--- src/rtl/pcg_pkg.sv ---
package pcg_pkg;
    typedef enum logic [1:0] {S0_PLL = 2'd0, S0_REF = 2'd1, S0_DIV = 2'd2, S0_DIV_ALT = 2'd3} src0_e;
    typedef enum logic [1:0] {S1_REF = 2'd0, S1_REF_HALF = 2'd1, S1_OUT0 = 2'd2, S1_OUT0_HALF = 2'd3} src1_e;
    typedef enum logic [1:0] {FN_OE = 2'd0, FN_PDN = 2'd1, FN_FSEL = 2'd2, FN_NONE = 2'd3} pinfn_e;
    typedef enum logic [1:0] {SEL_A = 2'd0, SEL_A2B = 2'd1, SEL_B = 2'd2, SEL_B2A = 2'd3} selst_e;
    typedef enum logic {G_OFF = 1'b0, G_ON = 1'b1} gate_e;
endpackage

--- src/rtl/pcg_divider.sv ---
module pcg_divider #(
    parameter int unsigned P_W = 14
) (
    input  logic           clk,
    input  logic           rst_n,
    input  logic           pdn,
    input  logic           ref_rise,
    input  logic [P_W-1:0] p_val,
    output logic           div_q,
    output logic           half_q,
    output logic           tc
);
    localparam logic [P_W-1:0] ONE = P_W'(1);

    logic [P_W-1:0] cnt;
    logic [P_W-1:0] p_eff;

    assign p_eff = (p_val == '0) ? ONE : p_val;
    assign tc    = ref_rise && (cnt == p_eff - ONE);

    always_ff @(posedge clk) begin
        if (!rst_n || pdn) begin
            cnt    <= '0;
            div_q  <= 1'b0;
            half_q <= 1'b0;
        end else if (ref_rise) begin
            half_q <= ~half_q;
            if (tc) begin
                cnt   <= '0;
                div_q <= ~div_q;
            end else begin
                cnt <= cnt + ONE;
            end
        end
    end

    AST_CNT_IN_RANGE: assert property (@(posedge clk) disable iff (!rst_n)
        cnt < p_eff);
    AST_PDN_CLEARS: assert property (@(posedge clk) disable iff (!rst_n)
        $past(pdn) |-> (cnt == '0) && !div_q && !half_q);
endmodule

--- src/rtl/pcg_cfgsel.sv ---
module pcg_cfgsel
    import pcg_pkg::*;
#(
    parameter int unsigned P_W = 14
) (
    input  logic           clk,
    input  logic           rst_n,
    input  logic           want_b,
    input  logic           apply,
    input  logic [P_W-1:0] cfg_a_p,
    input  logic [1:0]     cfg_a_s0,
    input  logic [1:0]     cfg_a_s1,
    input  logic [P_W-1:0] cfg_b_p,
    input  logic [1:0]     cfg_b_s0,
    input  logic [1:0]     cfg_b_s1,
    output logic [P_W-1:0] act_p,
    output logic [1:0]     act_s0,
    output logic [1:0]     act_s1
);
    selst_e st, st_n;
    logic   act_b, nxt_b;

    always_ff @(posedge clk) begin
        if (!rst_n) st <= SEL_A;
        else        st <= st_n;
    end

    always_comb begin
        st_n = st;
        unique case (st)
            SEL_A:   if (want_b) st_n = apply ? SEL_B : SEL_A2B;
            SEL_A2B: if (!want_b) st_n = SEL_A;
                     else if (apply) st_n = SEL_B;
            SEL_B:   if (!want_b) st_n = apply ? SEL_A : SEL_B2A;
            SEL_B2A: if (want_b) st_n = SEL_B;
                     else if (apply) st_n = SEL_A;
            default: st_n = SEL_A;
        endcase
    end

    assign act_b = (st == SEL_B) || (st == SEL_B2A);
    assign nxt_b = (st_n == SEL_B) || (st_n == SEL_B2A);

    always_ff @(posedge clk) begin
        if (!rst_n) begin
            act_p  <= cfg_a_p;
            act_s0 <= cfg_a_s0;
            act_s1 <= cfg_a_s1;
        end else if (apply) begin
            act_p  <= nxt_b ? cfg_b_p  : cfg_a_p;
            act_s0 <= nxt_b ? cfg_b_s0 : cfg_a_s0;
            act_s1 <= nxt_b ? cfg_b_s1 : cfg_a_s1;
        end
    end

    AST_SET_SWITCH_ON_TC: assert property (@(posedge clk) disable iff (!rst_n)
        !$stable(act_b) |-> $past(apply));
    AST_CFG_HOLD: assert property (@(posedge clk) disable iff (!rst_n)
        !$past(apply) |-> $stable(act_p));
endmodule

--- src/rtl/pcg_gate.sv ---
module pcg_gate
    import pcg_pkg::*;
(
    input  logic clk,
    input  logic rst_n,
    input  logic want,
    input  logic src,
    input  logic hiz,
    output logic out_lvl,
    output logic out_oe
);
    gate_e st, st_n;

    always_ff @(posedge clk) begin
        if (!rst_n) st <= G_OFF;
        else        st <= st_n;
    end

    always_comb begin
        st_n = st;
        unique case (st)
            G_OFF: if (want && !src)  st_n = G_ON;
            G_ON:  if (!want && !src) st_n = G_OFF;
            default: st_n = G_OFF;
        endcase
    end

    always_comb begin
        out_lvl = (st == G_ON) && src;
        out_oe  = (st == G_ON) || !hiz;
    end

    AST_GATE_SWITCH_LOW: assert property (@(posedge clk) disable iff (!rst_n)
        !$stable(st) |-> !$past(src));
    AST_GATE_DROPS: assert property (@(posedge clk) disable iff (!rst_n)
        $past(!want && !src) |-> (st == G_OFF));
endmodule

--- src/rtl/progclk_out.sv ---
module progclk_out
    import pcg_pkg::*;
#(
    parameter int unsigned P_W = 14
) (
    input  logic           clk,
    input  logic           rst_n,
    input  logic           ref_in,
    input  logic           pll_in,
    input  logic           ctl_pin,
    input  logic [1:0]     pin_fn,
    input  logic [P_W-1:0] cfg_a_p,
    input  logic [1:0]     cfg_a_src0,
    input  logic [1:0]     cfg_a_src1,
    input  logic [P_W-1:0] cfg_b_p,
    input  logic [1:0]     cfg_b_src0,
    input  logic [1:0]     cfg_b_src1,
    input  logic [1:0]     dis_hiz,
    output logic           clk0_out,
    output logic           clk0_oe,
    output logic           clk1_out,
    output logic           clk1_oe
);
    localparam int unsigned N_OUT = 2;

    // Two-stage synchronizer for the control pin; idles high.
    logic pin_s1, pin_s2;
    always_ff @(posedge clk) begin
        if (!rst_n) begin
            pin_s1 <= 1'b1;
            pin_s2 <= 1'b1;
        end else begin
            pin_s1 <= ctl_pin;
            pin_s2 <= pin_s1;
        end
    end

    logic pdn, oe_off, want_b, want_on;
    assign pdn     = (pin_fn == FN_PDN)  && !pin_s2;
    assign oe_off  = (pin_fn == FN_OE)   && !pin_s2;
    assign want_b  = (pin_fn == FN_FSEL) && !pin_s2;
    assign want_on = !(pdn || oe_off);

    // Power-down closes the clock gates on both incoming clocks.
    logic ref_g, pll_g, ref_q, ref_rise;
    assign ref_g    = ref_in && !pdn;
    assign pll_g    = pll_in && !pdn;
    assign ref_rise = ref_g && !ref_q;

    always_ff @(posedge clk) begin
        if (!rst_n) ref_q <= 1'b0;
        else        ref_q <= ref_g;
    end

    logic [P_W-1:0] act_p;
    logic [1:0]     act_s0, act_s1;
    logic           div_q, ref_half, tc, apply;

    assign apply = tc || pdn;

    pcg_divider #(.P_W(P_W)) u_div (
        .clk      (clk),
        .rst_n    (rst_n),
        .pdn      (pdn),
        .ref_rise (ref_rise),
        .p_val    (act_p),
        .div_q    (div_q),
        .half_q   (ref_half),
        .tc       (tc)
    );

    pcg_cfgsel #(.P_W(P_W)) u_sel (
        .clk      (clk),
        .rst_n    (rst_n),
        .want_b   (want_b),
        .apply    (apply),
        .cfg_a_p  (cfg_a_p),
        .cfg_a_s0 (cfg_a_src0),
        .cfg_a_s1 (cfg_a_src1),
        .cfg_b_p  (cfg_b_p),
        .cfg_b_s0 (cfg_b_src0),
        .cfg_b_s1 (cfg_b_src1),
        .act_p    (act_p),
        .act_s0   (act_s0),
        .act_s1   (act_s1)
    );

    // Output 0 source selector.
    logic src0_n, src0_q, s0h_q;
    always_comb begin
        case (act_s0)
            S0_PLL:  src0_n = pll_g;
            S0_REF:  src0_n = ref_g;
            default: src0_n = div_q;
        endcase
    end

    always_ff @(posedge clk) begin
        if (!rst_n || pdn) begin
            src0_q <= 1'b0;
            s0h_q  <= 1'b0;
        end else begin
            src0_q <= src0_n;
            if (src0_n && !src0_q) s0h_q <= ~s0h_q;
        end
    end

    // Output 1 source selector, cascaded after output 0.
    logic src1_n, src1_q;
    always_comb begin
        case (act_s1)
            S1_REF:       src1_n = ref_g;
            S1_REF_HALF:  src1_n = ref_half;
            S1_OUT0:      src1_n = src0_q;
            default:      src1_n = s0h_q;
        endcase
    end

    always_ff @(posedge clk) begin
        if (!rst_n || pdn) src1_q <= 1'b0;
        else               src1_q <= src1_n;
    end

    logic [N_OUT-1:0] src_v, lvl_v, oe_v;
    assign src_v = {src1_q, src0_q};

    for (genvar gi = 0; gi < N_OUT; gi++) begin : g_gate
        pcg_gate u_gate (
            .clk     (clk),
            .rst_n   (rst_n),
            .want    (want_on),
            .src     (src_v[gi]),
            .hiz     (dis_hiz[gi]),
            .out_lvl (lvl_v[gi]),
            .out_oe  (oe_v[gi])
        );
    end

    assign clk0_out = lvl_v[0];
    assign clk0_oe  = oe_v[0];
    assign clk1_out = lvl_v[1];
    assign clk1_oe  = oe_v[1];

    AST_PDN_STOPS_REF: assert property (@(posedge clk) disable iff (!rst_n)
        pdn |-> !ref_rise && !tc);
    AST_NONE_IGNORES_PIN: assert property (@(posedge clk) disable iff (!rst_n)
        (pin_fn == FN_NONE) |-> want_on && !want_b);
endmodule

--- config.mk ---
export PLATFORM = sky130hd
export DESIGN_NAME = progclk_out
export DESIGN_NICKNAME = d
export VERILOG_FILES = /design/src/rtl/pcg_pkg.sv /design/src/rtl/pcg_divider.sv /design/src/rtl/pcg_cfgsel.sv /design/src/rtl/pcg_gate.sv /design/src/rtl/progclk_out.sv
export SDC_FILE = /design/constraint.sdc
export NUM_CORES = 1
export LEC_CHECK = 0
export BUFFER_PORTS_ARGS = -buffer_cell sky130_fd_sc_hd__buf_4
export CORE_ASPECT_RATIO = 1.1
export CORE_MARGIN = 3
export CORE_UTILIZATION = 60
export CTS_CLUSTER_SIZE = 24
export DETAILED_ROUTE_END_ITERATION = 8
export GPL_TIMING_DRIVEN = 0
export PLACE_DENSITY = 0.94
export SLEW_MARGIN = 20
export SYNTH_ARGS = -nofsm -noshare
export SYNTH_HDL_FRONTEND = slang
export SYNTH_HIERARCHICAL = 1
export SYNTH_SLANG_ARGS = --single-unit
export TNS_END_PERCENT = 20
--- constraint.sdc ---
create_clock -name clk -period 6.2 [get_ports clk]
set_input_delay 0.62 -clock clk [delete_from_list [all_inputs] [get_ports clk]]
set_output_delay 0.62 -clock clk [all_outputs]
set_load 0.05 [all_outputs]
**Word-level counts from Yosys, hierarchy flattened**

Index checks and enable logic that the tools add are counted.

- Flip-flop bits (word level): 44
- Output and inout bits: 4
- Word-level logic and storage cells: 97

- Add/subtract/negate cells: 2
- Eq/ne operators: 12
- Multiplexer cells: 28
- Bitwise operators: 5
- Reduce and logical (&&, ||, !) cells: 35

Operator list:

| cell | count |
|---|---|
| 14-bit two-way mux | 5 |
| 2-bit two-way mux | 14 |
| 14-bit by 1-bit adder with 14-bit output (second input constant) | 1 |
| 14-bit equality test | 1 |
| 1-bit logical AND | 14 |
| 14-bit logical NOT | 1 |
| 14-bit by 1-bit subtractor with 14-bit output (second input constant) | 1 |
| 2-bit equality test (second input constant) | 6 |
| 1-bit logical NOT | 9 |
| 2-bit by 1-bit equality test with 1-bit output (second input constant) | 4 |
| 2-bit logical NOT | 4 |
| 2-bit one-hot mux with 4 select lines | 1 |
| 1-bit logical OR | 6 |
| 1-bit one-hot mux with 2 select lines | 3 |
| 1-bit NOT | 5 |
| 1-bit two-way mux | 4 |
| 1-bit one-hot mux with 3 select lines | 1 |
| 2-bit by 1-bit inequality test with 1-bit output (second input constant) | 1 |
| 2-bit AND reduction | 1 |

**Logic depth before layout (Yosys ltp)**

- Depth after elaboration: 15
- Mapped depth: 15
- Mapped depth without buffers: 13

**Hierarchy**

Netlist, hierarchy kept.

Modules (own cells, without submodules):

| module | instances | cells each | area an instance (um^2) | seq. area each (um^2) |
|---|---|---|---|---|
| pcg_divider | 1 | 165 | 1,337.5 | 320.3 |
| pcg_cfgsel | 1 | 42 | 853.3 | 560.5 |
| progclk_out | 1 | 28 | 274.0 | 120.1 |
| pcg_gate | 2 | 5 | 50.0 | 20.0 |

**Least setup slack after synthesis**

No wires, ideal clock.

- Path type: register to register
- Start point: reg u_sel.act_p[8]
- End point: reg u_sel.act_p[10] (data pin)
- Library setup time: 0.260 ns
- Arrival time: 3.413 ns
- Data required time: 5.940 ns
- Slack: 2.526 ns
- Stages on the path, launching flop included: 15
- Buffers on the path: 1
- Clock period less this slack: 3.674 ns
- Path through: edfxtp_1 > nor3_1 > a41oi_1 > ha_1 > xor2_1 > xnor2_1 > and3_1 > nand4_1 > a21o_1 > nor4b_1 > nand2b_1 > mux2_4 > nand2_4 > buf_12 > mux2_4

- Cells in the longest elaborated chain, start to end: 14

RTL lines:

| item | RTL line | text |
|---|---|---|
| start: declaration | pcg_cfgsel.sv:16 | `output logic [P_W-1:0] act_p,` |
| start signal: assignment | pcg_cfgsel.sv:46 | `act_p <= cfg_a_p;` |
| start signal: assignment | pcg_cfgsel.sv:50 | `act_p <= nxt_b ? cfg_b_p : cfg_a_p;` |
| 14-bit logical NOT | pcg_divider.sv:18 | `assign p_eff = (p_val == '0) ? ONE : p_val;` |
| 14-bit two-way mux (*) | pcg_divider.sv:18 |  |
| 14-bit by 1-bit subtractor with 14-bit output (*) | pcg_divider.sv:19 | `assign tc = ref_rise && (cnt == p_eff - ONE);` |
| 14-bit equality test (*) | pcg_divider.sv:19 |  |
| 1-bit logical AND (*) | pcg_divider.sv:19 |  |
| named net tc | progclk_out.sv:57 | `logic div_q, ref_half, tc, apply;` |
| 1-bit logical OR (*) | progclk_out.sv:59 | `assign apply = tc \|\| pdn;` |
| named net apply | progclk_out.sv:57 |  |
| 2-bit two-way mux (on tied branches) (2 in a row) | -- |  |
| 2-bit one-hot mux with 4 select lines (*) | pcg_cfgsel.sv:30 | `unique case (st)` |
| 2-bit equality test | pcg_cfgsel.sv:42 | `assign nxt_b = (st_n == SEL_B) \|\| (st_n == SEL_B2A);` |
| 1-bit logical OR (*) | pcg_cfgsel.sv:42 |  |
| 14-bit two-way mux (*) | pcg_cfgsel.sv:50 |  |
| 14-bit two-way mux (*) | pcg_cfgsel.sv:49 | `end else if (apply) begin` |
| 14-bit two-way mux (*) | pcg_cfgsel.sv:45 | `if (!rst_n) begin` |

Mark *: on every way through the listed nets, which the timed path passes. The rest lies on a longest branch. The select of a mux whose other input is x is not followed.
A chain may end at the register's enable or synchronous reset.

**Final worst setup path**

- Start point: reg u_sel.act_p[8]
- End point: reg u_sel.act_p[7] (data pin)

Same word-level chain as after synthesis.

==> flow_metrics.env <==
export IMPL_design_die_area_um2=5100
export IMPL_hold_class="flip-flop to flip-flop"
export IMPL_ys_ff_latch=43
export IMPL_h_tree_depth=2
export IMPL_cts_post_setup_buffers_inserted=0
export IMPL_tritoncts="yes"
export IMPL_ctsLongestPathBuffers=2
export IMPL_post_dp_hpwl_um=4140
export IMPL_cells_along_the_critical_path="nor3_1, a41oi_1, ha_1, nor3b_2, a221o_1, o311ai_0, o2bb2ai_1, nor4b_1, nand2b_1, mux2_4, nand2_4, buf_12, mux2_4"
export IMPL_worst_path_most_repeated_cell="sky130_fd_sc_hd__mux2_4"
export IMPL_netlist_instances=245
export IMPL_critical_path_top_delay_family="simple AND/OR/NAND/NOR gates"
export IMPL_netlist_area_um2=2560
export IMPL_grt_overflow=0
export IMPL_edff_count_synth=18
export IMPL_layout_cells_sized_above_1_pct=29.9
export IMPL_crit_slowest_cell="sky130_fd_sc_hd__nor3_1"
export IMPL_cts_sink_count=43
export IMPL_setup_worst_path_start_class="flip-flop"
export IMPL_max_slew_headroom_pct=43.7
export IMPL_synthFlopType="sky130_fd_sc_hd__dfxtp_1"
export IMPL_cts_repair_resized=0
export IMPL_preCtsSetupSlack_ps=1900
export IMPL_clock_tree_root_cell="sky130_fd_sc_hd__clkbuf_8"
export IMPL_number_of_antenna_violations_at_the_first_check_in_global_routing=0
export IMPL_flow_area_growth_from_synthesis_pct=21.8
export IMPL_dr_total_vias=2104
export IMPL_avgRoutedWirePerCell_um=15.7
export IMPL_multi_input_gate_area_um2=1440
export IMPL_gr_usage_all_layers_pct=24.2
export IMPL_start_util_pct=63.3
export IMPL_timing_worst_slew_pin_value_ps=844
export IMPL_max_clock_freq_mhz=230
export IMPL_peakVddDrop_mv=0.154
export IMPL_gpl_final_weighted_congestion=0.904
export IMPL_syn_mean_instance_area_um2=10.5
export IMPL_layout_nets=347
export IMPL_final_fill_count=275
export IMPL_finalSetupViolCount=0
export IMPL_seq_area_um2=1040
export IMPL_path_clk_slew_ps=80
export IMPL_dp_cells=345
export IMPL_synth_sequential_area_ratio_pct=40.6
export IMPL_antennaDiodeCount=0
export IMPL_cp_data_required_time_ps=6250
export IMPL_critPathMaxStageDelay_ps=660
export IMPL_grt_start_max_net_pins=19
export IMPL_max_slew_violation_count=0
export IMPL_final_period_utilization_pct=70.2
export IMPL_die_h_um=74.6
export IMPL_status="finished clean"
export IMPL_first_global_vias=2113
export IMPL_period_minus_slack_ps=4350
export IMPL_setup_total_negative_slack_ps=0
export IMPL_worst_setup_path_type="flip-flop to flip-flop"
export IMPL_timing_critical_path_buf_inv=1
export IMPL_drtPass1Iterations=5
export IMPL_max_cap_viol_count=0
export IMPL_floorplan_rows=24
export IMPL_cp_arrival_ps=4400
export IMPL_routed_wirelength_um=5550
export IMPL_postPlaceCellArea_um2=2990
export IMPL_rsz0062_at_grt="false"
export IMPL_final_cell_area_um2=3120
export IMPL_yosysTopAreaCellShare_pct=21.1
export IMPL_async_set_or_reset_register_ratio_after_synthesis_pct=0
export IMPL_leading_post_synthesis_cells_by_cell_area="sky130_fd_sc_hd__edfxtp_1 (21%), sky130_fd_sc_hd__dfxtp_1 (20%), sky130_fd_sc_hd__mux2_4 (5.9%), sky130_fd_sc_hd__xnor2_1 (4.4%), sky130_fd_sc_hd__xor2_1 (4.4%)"
export IMPL_cts_made_buffers=5
export IMPL_route_detailed_drc=0
export IMPL_yosysUniqueCellTypes=55
export IMPL_synthDominantAreaCellType="sky130_fd_sc_hd__edfxtp_1"
export IMPL_first_pass_grt_wire_length_um=9250
export IMPL_report_final_hold_viol_count=0
export IMPL_drt_iter0_drc=122
export IMPL_setup_slack_ps=1850
export IMPL_cp_end_kind="flip-flop"
export IMPL_cellLeakagePower_nw=1.23
export IMPL_worstPathMaxFanout=10
export IMPL_num_io_pins=49
export IMPL_fp_dieW_um=68.3
export IMPL_port_buffers=48
export IMPL_synth_net_count=292
export IMPL_cts_hold_fix_buffers=0
export IMPL_drt_antenna_violating_nets=0
export IMPL_core_area_um2=4050
export IMPL_synthesis_warnings=6
export IMPL_final_cells=353
export IMPL_detail_route_vias_per_cell=5.96
export IMPL_worstSkewPairLatency_ps=300
export IMPL_power_per_cell_area_nw_per_um2=212
export IMPL_skew_ps=4.00
layout by cell type (no fill, tap or decap), drive strengths merged, types with 2 or more instances in the layout:
| master | instances |
|---|---|
| buf | 52 |
| a221o | 2 |
| and3 | 5 |
| nand4 | 7 |
| dfxtp | 25 |
| ha | 2 |
| mux2 | 20 |
| and2b | 2 |
| xnor2 | 13 |
| a31oi | 2 |
| or3 | 3 |
| nor3b | 3 |
| inv | 5 |
| nand2 | 13 |
| nor2 | 12 |
| nor3 | 16 |
| edfxtp | 18 |
| o21a | 2 |
| bufinv | 2 |
| o22ai | 3 |
| clkbuf | 12 |
| o21ai | 3 |
| mux2i | 4 |
| nor4b | 4 |
| nand3b | 4 |
| or2 | 2 |
| and2 | 2 |
| nor2b | 4 |
| xor2 | 13 |
| nand2b | 11 |
| nand3 | 9 |
| nor4 | 5 |
| or4 | 3 |
| a211oi | 2 |
| a21o | 3 |
cell families after synthesis:
logic type	after synthesis	share of synthesized area [%]
AOI/OAI and AO/OA	26	7.76
xor gates and xnor gates	26	8.88
adders and majority gates	2	0.975
buffers and inverters	15	3.27
DFF	43	40.6
muxes	25	12.7
and+or+nand+nor	108	25.9
worst reg2reg max path: cells and delay by family (launching register included):
family	cells	cell delay, ps
AOI/OAI and AO/OA	4	1000
DFF	1	490
muxes	2	640
adders and majority gates	1	290
and+or+nand+nor	5	1540
buffers and inverters	1	170
worst paths after layout:
kind | startpoint | endpoint | slack [ps] | cells after the start
worst max-delay path | u_sel/act_p[8]$_DFFE_PP_ | u_sel/act_p[7]$_DFFE_PP_ | 1850 | 13
worst max register to register | u_sel/act_p[8]$_DFFE_PP_ | u_sel/act_p[7]$_DFFE_PP_ | 1850 | 13
worst min-delay path | pin_s1$_SDFF_PN1_ | pin_s2$_SDFF_PN1_ | 410 | 1
worst min register to register | pin_s1$_SDFF_PN1_ | pin_s2$_SDFF_PN1_ | 410 | 1
Yosys cell counts, types with 2 or more instances:
master,instances
sky130_fd_sc_hd__a211oi_1,2
sky130_fd_sc_hd__a21o_1,3
sky130_fd_sc_hd__a221o_1,2
sky130_fd_sc_hd__a31oi_1,2
sky130_fd_sc_hd__and2_4,2
sky130_fd_sc_hd__and2b_1,2
sky130_fd_sc_hd__and3_1,5
sky130_fd_sc_hd__buf_2,2
sky130_fd_sc_hd__clkbuf_1,5
sky130_fd_sc_hd__dfxtp_1,25
sky130_fd_sc_hd__edfxtp_1,18
sky130_fd_sc_hd__ha_1,2
sky130_fd_sc_hd__inv_1,5
sky130_fd_sc_hd__mux2_2,10
sky130_fd_sc_hd__mux2_4,10
sky130_fd_sc_hd__mux2i_1,4
sky130_fd_sc_hd__nand2_1,12
sky130_fd_sc_hd__nand2b_1,11
sky130_fd_sc_hd__nand3_1,9
sky130_fd_sc_hd__nand3b_1,4
sky130_fd_sc_hd__nand4_1,7
sky130_fd_sc_hd__nor2_1,12
sky130_fd_sc_hd__nor2b_1,4
sky130_fd_sc_hd__nor3_1,16
sky130_fd_sc_hd__nor3b_1,2
sky130_fd_sc_hd__nor4_1,4
sky130_fd_sc_hd__nor4b_1,3
sky130_fd_sc_hd__o21a_1,2
sky130_fd_sc_hd__o21ai_0,3
sky130_fd_sc_hd__o22ai_1,3
sky130_fd_sc_hd__or2_2,2
sky130_fd_sc_hd__or3_1,3
sky130_fd_sc_hd__or4_1,3
sky130_fd_sc_hd__xnor2_1,13
sky130_fd_sc_hd__xor2_1,13
final cells by class:
class / instances / area share (%)
tap: 52 / 2.08
buffer: 10 / 2.08
multi-input combinational: 187 / 46.1
timing repair buffer: 48 / 11.5
clock buffer: 6 / 2.32
inverter: 5 / 0.601
clock inverter: 2 / 1.92
sequential: 43 / 33.3
state kept, by name (all words and copies together), names as in the netlist, named ones only:
signal        count
s0h_q             1
u_sel/act_p      14
u_sel/st          1
src1_q            1
ref_q             1
src0_q            1
u_sel/act_s0      2
u_sel/act_s1      2
u_div/cnt        14
pin_s1            1
u_div/half_q      1
pin_s2            1
u_div/div_q       1
routing by layer:
| layer | wire [µm] | vias up | track usage (%) |
|---|---|---|---|
| li1 | - | 1013 | - |
| met1 | 2130 | 1006 | 27.4 |
| met2 | 2990 | 71 | 43.1 |
| met3 | 300 | 14 | 6.19 |
| met4 | 131 | 0 | 9.49 |
| met5 | 0 | - | 0 |
report_power, final:
group | internal (mW) | switching (mW)
sequential | 0.309 | 0.0133
clock | 0.161 | 0.0946
combinational | 0.0472 | 0.0368
per-stage QoR:
stage | hold WS (ps) | util, % | power [mW]
6_report | 415 | 77.0 | 0.662
5_1_grt | 440 | 77.0 | 0.688
4_1_cts | 419 | 77.0 | 0.666
3_5_place_dp | 400 | 73.8 | 0.412
3_3_place_gp | 391 | 73.8 | 0.407
2_1_floorplan | 386 | - | 0.375
Note: power is estimated with default switching activity, not from simulation.
